File: config.mk
export PLATFORM = sky130hd
export DESIGN_NAME = flp_burst_gen
export DESIGN_NICKNAME = d
export VERILOG_FILES = /design/src/rtl/flp_pkg.sv /design/src/rtl/flp_slot_timer.sv /design/src/rtl/flp_period_timer.sv /design/src/rtl/flp_bit_select.sv /design/src/rtl/flp_burst_gen.sv
export SDC_FILE = /design/constraint.sdc
export NUM_CORES = 1
export LEC_CHECK = 0
export BUFFER_PORTS_ARGS = -buffer_cell sky130_fd_sc_hd__buf_4
export CAP_MARGIN = 10
export CORE_ASPECT_RATIO = 1.25
export CORE_MARGIN = 3
export CORE_UTILIZATION = 50
export DETAILED_ROUTE_END_ITERATION = 10
export PLACE_DENSITY = 0.71
export SKIP_CTS_REPAIR_TIMING = 1
export SLEW_MARGIN = 5
export SYNTH_ARGS = -nofsm -noshare
export SYNTH_HDL_FRONTEND = slang
export SYNTH_SLANG_ARGS = --single-unit
File: constraint.sdc
create_clock -name clk -period 3.3 [get_ports clk]
set_input_delay 0.825 -clock clk [delete_from_list [all_inputs] [get_ports clk]]
set_output_delay 0.825 -clock clk [all_outputs]
set_load 0.01 [all_outputs]
File: src/rtl/flp_pkg.sv
package flp_pkg;
  typedef enum logic [1:0] {
    ST_IDLE  = 2'd0,
    ST_BURST = 2'd1,
    ST_GAP   = 2'd2
  } flp_state_e;
endpackage

File: src/rtl/flp_slot_timer.sv
// Walks the pulse positions of one burst. Even positions are clocks, odd ones are data.
module flp_slot_timer #(
  parameter int CLK_GAP  = 1250,
  parameter int DATA_OFS = 625,
  parameter int PULSE_W  = 1,
  parameter int POS_W    = 6
) (
  input  logic             clk,
  input  logic             rst_n,
  input  logic             tick,
  input  logic             start,
  input  logic             run,
  output logic [POS_W-1:0] pos,
  output logic             pulse_win,
  output logic             pulse_end
);
  localparam int CW = $clog2(CLK_GAP + 1);
  localparam logic [CW-1:0] LAST_EVEN = CW'(DATA_OFS - 1);
  localparam logic [CW-1:0] LAST_ODD  = CW'(CLK_GAP - DATA_OFS - 1);
  localparam logic [CW-1:0] WIDTH     = CW'(PULSE_W);

  logic [CW-1:0] scnt;
  logic [CW-1:0] slot_last;

  assign slot_last = pos[0] ? LAST_ODD : LAST_EVEN;
  assign pulse_win = scnt < WIDTH;
  assign pulse_end = scnt == WIDTH - CW'(1);

  always_ff @(posedge clk) begin
    if (!rst_n) begin
      scnt <= '0;
      pos  <= '0;
    end else if (start) begin
      scnt <= '0;
      pos  <= '0;
    end else if (run && tick) begin
      if (scnt == slot_last) begin
        scnt <= '0;
        pos  <= pos + 1'b1;
      end else begin
        scnt <= scnt + 1'b1;
      end
    end
  end
endmodule

File: src/rtl/flp_period_timer.sv
// Counts ticks from the start of a burst and flags the last tick of the repeat period.
module flp_period_timer #(
  parameter int PERIOD = 160000
) (
  input  logic clk,
  input  logic rst_n,
  input  logic tick,
  input  logic start,
  input  logic run,
  output logic period_end
);
  localparam int PW = $clog2(PERIOD + 1);
  localparam logic [PW-1:0] LAST = PW'(PERIOD - 1);

  logic [PW-1:0] pcnt;

  assign period_end = pcnt == LAST;

  always_ff @(posedge clk) begin
    if (!rst_n)
      pcnt <= '0;
    else if (start)
      pcnt <= '0;
    else if (run && tick && !period_end)
      pcnt <= pcnt + 1'b1;
  end
endmodule

File: src/rtl/flp_bit_select.sv
// Holds the captured word and decides whether the current position carries a pulse.
module flp_bit_select #(
  parameter int DATA_BITS = 16,
  parameter int POS_W     = 6
) (
  input  logic                 clk,
  input  logic                 rst_n,
  input  logic                 load,
  input  logic [DATA_BITS-1:0] word_in,
  input  logic [POS_W-1:0]     pos,
  output logic                 slot_on
);
  localparam int IDX_W = POS_W - 1;
  localparam int IDX_N = 1 << IDX_W;

  logic [DATA_BITS-1:0] word_q;
  logic [IDX_N-1:0]     ext;
  logic [IDX_W-1:0]     idx;

  generate
    if (IDX_N > DATA_BITS) begin : g_pad
      assign ext = {{(IDX_N - DATA_BITS){1'b0}}, word_q};
    end else begin : g_fit
      assign ext = word_q[IDX_N-1:0];
    end
  endgenerate

  assign idx     = pos[POS_W-1:1];
  assign slot_on = !pos[0] || ext[idx];

  always_ff @(posedge clk) begin
    if (!rst_n)
      word_q <= '0;
    else if (load)
      word_q <= word_in;
  end
endmodule

File: src/rtl/flp_burst_gen.sv
module flp_burst_gen #(
  parameter int DATA_BITS = 16,
  parameter int PULSE_W   = 1,
  parameter int DATA_OFS  = 625,
  parameter int CLK_GAP   = 1250,
  parameter int PERIOD    = 160000
) (
  input  logic                 clk,
  input  logic                 rst_n,
  input  logic                 tick,
  input  logic                 enable,
  input  logic [DATA_BITS-1:0] word_in,
  input  logic                 word_valid,
  output logic                 word_ready,
  output logic                 flp_out,
  output logic                 burst_done
);
  import flp_pkg::*;

  localparam int POSITIONS = 2 * DATA_BITS + 1;
  localparam int POS_W     = $clog2(POSITIONS);
  localparam logic [POS_W-1:0] LAST_POS = POS_W'(POSITIONS - 1);

  flp_state_e       state;
  logic [POS_W-1:0] pos;
  logic             pulse_win, pulse_end, period_end, slot_on;
  logic             start, last_hit, in_burst;

  assign in_burst   = state == ST_BURST;
  assign word_ready = tick && enable &&
                      (state == ST_IDLE || (state == ST_GAP && period_end));
  assign start      = word_ready && word_valid;
  assign last_hit   = in_burst && tick && pos == LAST_POS && pulse_end;
  assign burst_done = last_hit;
  assign flp_out    = in_burst && pulse_win && slot_on;

  flp_slot_timer #(
    .CLK_GAP(CLK_GAP), .DATA_OFS(DATA_OFS), .PULSE_W(PULSE_W), .POS_W(POS_W)
  ) u_slot (
    .clk(clk), .rst_n(rst_n), .tick(tick), .start(start), .run(in_burst),
    .pos(pos), .pulse_win(pulse_win), .pulse_end(pulse_end)
  );

  flp_period_timer #(.PERIOD(PERIOD)) u_period (
    .clk(clk), .rst_n(rst_n), .tick(tick), .start(start),
    .run(state != ST_IDLE), .period_end(period_end)
  );

  flp_bit_select #(.DATA_BITS(DATA_BITS), .POS_W(POS_W)) u_bits (
    .clk(clk), .rst_n(rst_n), .load(start), .word_in(word_in),
    .pos(pos), .slot_on(slot_on)
  );

  always_ff @(posedge clk) begin
    if (!rst_n) begin
      state <= ST_IDLE;
    end else if (start) begin
      state <= ST_BURST;
    end else begin
      case (state)
        ST_BURST: if (last_hit) state <= ST_GAP;
        ST_GAP:   if (tick && period_end) state <= ST_IDLE;
        default:  state <= ST_IDLE;
      endcase
    end
  end
endmodule

### Word-level counts from Yosys, hierarchy flattened

Index checks and enable logic that the tools add are counted.

* flip-flop bits (word level): 53
* latch bits: 0
* RAM bits: 0
* ROM bits: 0
* input port bits: 21
* output and inout port bits: 3
* logic and storage cells: 51
* memories: 0

* add/subtract/negate cells: 3
* $mul: 0
* div/mod/pow operators: 0
* $lt $le $gt $ge: 2
* equality and inequality tests: 9
* shift operators: 0
* multiplexer cells: 7
* bitwise gates (word level): 1
* reductions and logical operators: 23

Operators by type and width (count)
* adder 18 x 1 -> 18 bit, second input constant: 1
* equality test 18 bit, second input constant: 1
* logical AND 1 bit: 12
* adder 11 x 1 -> 11 bit, second input constant: 1
* equality test 11 x 10 -> 1 bit, second input constant: 1
* logical NOT 11 bit: 1
* < comparator 11 x 1 -> 1 bit, second input constant: 1
* two-way mux 11 bit: 1
* adder 6 x 1 -> 6 bit, second input constant: 1
* equality test 6 bit, second input constant: 1
* < comparator 5 x 6 -> 1 bit, second input constant: 1
* AND reduction 2 bit: 3
* binary-select mux 1 bit (select 5 bit): 1
* two-way mux 2 bit: 2
* one-hot mux 2 bit (2 select lines): 1
* inequality test 3 x 2 -> 1 bit, second input constant: 1
* inequality test 3 bit, second input constant: 1
* equality test 2 x 1 -> 1 bit, second input constant: 1
* equality test 2 bit, second input constant: 1
* logical NOT 1 bit: 2
* logical NOT 2 bit: 1
* logical OR 1 bit: 2
* two-way mux 1 bit: 2
* inequality test 2 x 1 -> 1 bit, second input constant: 1
* other kinds (4): 4

### Logic depth before layout (Yosys ltp)

* depth in word-level cells: 7
* gate-level depth with buffers: 8
* mapped depth without buffers: 7

### Hierarchy

Synthesis repeated with hierarchy kept, for this count alone.

* cells, all modules: 280
* area total of the unflattened synthesis: 2720.1 µm²

By module, submodules not included
* flp_period_timer: instances 1, cells each 102, area each 978.4 µm², seq. area each 360.3 µm²
* flp_slot_timer: instances 1, cells each 100, area each 832.0 µm², seq. area each 340.3 µm²
* flp_bit_select: instances 1, cells each 60, area each 739.5 µm², seq. area each 320.3 µm²
* flp_burst_gen: instances 1, cells each 18, area each 170.2 µm², seq. area each 40.0 µm²

### Worst setup path before layout

OpenSTA, ideal clock, no wires.

* kind: flip-flop to output port
* from: register u_slot.pos[1]
* to: output port flp_out
* data arrival time: 1.886 ns
* required time: 2.475 ns
* slack: 0.589 ns
* cell stages (with the launch flop): 7
* path buffers: 1
* path through: dfxtp_1 buf_4 mux4_2 nor2b_1 a211oi_1 a211o_1 a2111oi_0

* longest elaborated chain between the ends: 4

RTL lines
* start, declared: line flp_slot_timer.sv:13 `output logic [POS_W-1:0] pos,`
* start signal, assigned: line flp_slot_timer.sv:39 `pos <= pos + 1'b1;`
* binary-select mux 1 bit (select 5 bit): line flp_bit_select.sv:29 `assign slot_on = !pos[0] || ext[idx];`
* two-way mux 1 bit (not written as such): line flp_bit_select.sv:29
* logical OR 1 bit: line flp_bit_select.sv:29
* logical AND 1 bit: line flp_burst_gen.sv:35 `assign flp_out = in_burst && pulse_win && slot_on;`
* end, declared: line flp_burst_gen.sv:15 `output logic flp_out,`

No other way between the ends. The select of a mux whose other input is x is not followed.

### Worst setup path after layout

* from: register u_slot.pos[2]
* to: output port flp_out

Same word-level chain as after synthesis.

==> run summary <==
r2r endpoint = u_slot.scnt[4]
Congestion Overflow GR = 0
xor/xnor cell area share of the yosys netlist = 9.19%
Post-synth ARST share = 0%
Top FF cell, synth = dfxtp_1
Post-Synth Adder-Cell Area = 2.26%
Vias/cell = 5.95
Ys Warns = 0
flops & latches, synth = 53
antenna-violating nets left = 0
Max-Cap Viols = 0
Global Route Usage Sum = 19.8%
Placement Cell Area = 0.00296 sq mm
mux share of post-synthesis cell area = 4.35%
setup ws final = 0.225 ns
clock transition at the registers of the reported paths = 0.09 ns
TritonRoute pass-1 iters = 4
initial core utilization = 52.9%
Die Area = 0.00646 sq mm
WHS Endpoint = u_bits.word_q[1]
hold path depth = 2
EDFF count, synth = 0
Die X-Extent = 72.5 um
gpl congestion = 0.806
Hold Fails Final Rpt = 0
Peak VDD IR = 0.248 mV
Slew headroom = 57.0%
Iter 0 DRT Violations = 144
clk_lat worst skew = 0.31 ns
worst slew pin tran = 0.646 ns
Leakage = 1.06 nW
maximum root-to-sink buffer count = 2
global-route wire length before repair = 10.2 mm
share of cells above drive strength 1 = 17.0%
synthesized cell area = 0.00276 sq mm
Fmax = 325 MHz
min-delay src = u_bits.word_q[1]
# nets final = 349
Internal = 0.000830 W
Synth area leaders = dfxtp_1, nand4_1, xor2_1, nor2_1, xnor2_1
switching pwr = 0.000271 W
Min-Delay Path Class = reg -> reg
vias in the first global route = 2,193
CP Max Fanout = 8
worst r2r path cells = 7
CTS Buf Count = 5
RR Startpoint = u_period.pcnt[8]
pin count of the biggest net entering global routing = 25
CP Class = reg -> out
Yosys top cell by area = dfxtp_1
# fillers = 504
Non-Filler Instances = 386
Data arrival, critical path = 2.25 ns
Die Y = 89.1 um
TritonCTS clock tree = done
antenna cells = 0
Core Region = 0.00523 sq mm
num ports = 24
Vias = 2,297
combinational family with the most area after synthesis = simple AND/OR/NAND/NOR gates
Mapped Cells = 304
Area Overhead vs Synth = 10.2%
combinational power share = 7.3%
Row Count = 29
dpl hpwl = 4.29 mm
post-synthesis simple-gate area fraction = 26.2%
area of the multi-input gates = 0.00156 sq mm
htree depth = 2
IO Port Bufs = 23
status = completed
Post-Syn Nets = 330
post-synth cell types = 50
Compound-Gate Fraction of Synth Area = 14.6%
storage element area = 0.00106 sq mm
fin crit period = 3.08 ns
initial antenna violation count = 0
Total Wirelength = 5.83 mm
Final Cycle Share = 93.2%
DRC Markers = 0
CTS Sinks = 53
Setup Skew = 0.00928 ns
design area = 0.00304 sq mm
PwrDens = 361 mW/mm^2
worst slack at placement = 0.475 ns
Setup TNS = 0 ns
register area share after synthesis = 38.4%
clock share of power = 33.3%
CTS Root Cell = clkbuf_8
number of max-slew violations in the final report = 0
sequential power share = 59.4%
Sw Share = 24.6%
CP startpoint kind = register
Routed wire per std cell = 15.1 um
Syn Area/Cell = 9.09 sq um
worst endpoint required time = 2.47 ns
Final Setup Violations = 0
Crit. End Element = primary output
dpl cells = 378
r2r setup slk = 1.22 ns
RSZ-0062 raised after global routing = no
share of the synthesized area in the top cell type = 38.4%
-- per-stage QoR --
stage	total power [W]	hold slack [ns]	util, %
final	0.00110	0.473	58.3
after global routing	0.00114	0.498	58.3
after CTS	0.00111	0.474	58.2
after detailed placement	0.000749	0.461	56.6
after global placement	0.000748	0.461	56.6
after floorplan	0.000716	0.445	-
-- area by class of cell --
class,instances,area share (%)
clock buffers,5,2.26
well taps,62,2.55
multi-input cells,225,51.3
inverters,8,0.986
repair buffers,30,7.40
flip-flops and latches,53,34.9
clock inverters,3,0.575
-- cell usage in the layout (no fill, tap or decap), types with 4 or more instances in the layout --
cell       n
nand4_1   25
a21oi_1   22
and4_1     5
nor2_1    33
inv_1      6
dfxtp_1   52
nor4_1     4
mux4_2     4
nand2_1    7
clkbuf_8   5
nand3_1   18
nor3_1    10
xor2_1    15
xnor2_1   14
and3_1     7
buf_4     30
o31ai_1   16
ha_1       5
-- layer usage --
metal / GRT usage (%) / routed length [um]
met2: 34.5 / 2950
met5: 0 / 0
met4: 5.70 / 73
met3: 2.70 / 188
met1: 25.6 / 2610
-- kinds of logic after synthesis --
kind of cell / Yosys count
AOI/OAI and AO/OA: 57
xor gates and xnor gates: 29
adders and majority gates: 5
buffers and inverters: 26
DFF: 53
muxes: 7
and+or+nand+nor: 127
-- registers in the layout (all words and copies together) (netlist names) --
signal,cells
state,2
u_bits.word_q,16
u_period.pcnt,18
u_slot.pos,6
u_slot.scnt,11
-- worst max-delay path, cell delays in order, from the launching register on --
cell and delay, ns:
dfxtp_1 0.52, mux4_2 0.24, nor2b_1 0.13, a211oi_1 0.06
a211o_1 0.28, a2111oi_0 0.50, buf_4 0.21
-- power by group through the flow --
stage | logic [W] | registers, W | clock network, W
floorplan | 0.0000506 | 0.000665 | 0
global placement | 0.0000798 | 0.000668 | 0
detailed placement | 0.0000806 | 0.000668 | 0
CTS | 0.0000809 | 0.000653 | 0.000378
global route | 0.0000903 | 0.000654 | 0.000399
finish | 0.0000807 | 0.000653 | 0.000367
-- Yosys cell counts (7+ instances only) --
| cell type | n |
|---|---|
| a21oi_1 | 22 |
| and3_1 | 7 |
| dfxtp_1 | 53 |
| nand2_1 | 7 |
| nand3_1 | 18 |
| nand4_1 | 25 |
| nor2_1 | 33 |
| nor3_1 | 10 |
| o31ai_1 | 16 |
| xnor2_1 | 14 |
| xor2_1 | 15 |
-- worst max path at each step --
stage / from / to / slack, ns / cells after the start
2_1_floorplan: u_slot.pos[1] / flp_out / 0.59 / 6
3_3_place_gp: u_slot.pos[1] / flp_out / 0.58 / 6
3_5_place_dp: u_slot.pos[1] / flp_out / 0.48 / 6
4_1_cts: u_slot.pos[1] / flp_out / 0.13 / 6
5_1_grt: u_slot.pos[2] / flp_out / 0.05 / 6
6_report: u_slot.pos[2] / flp_out / 0.22 / 6
Power figures use the tool's default switching activity.
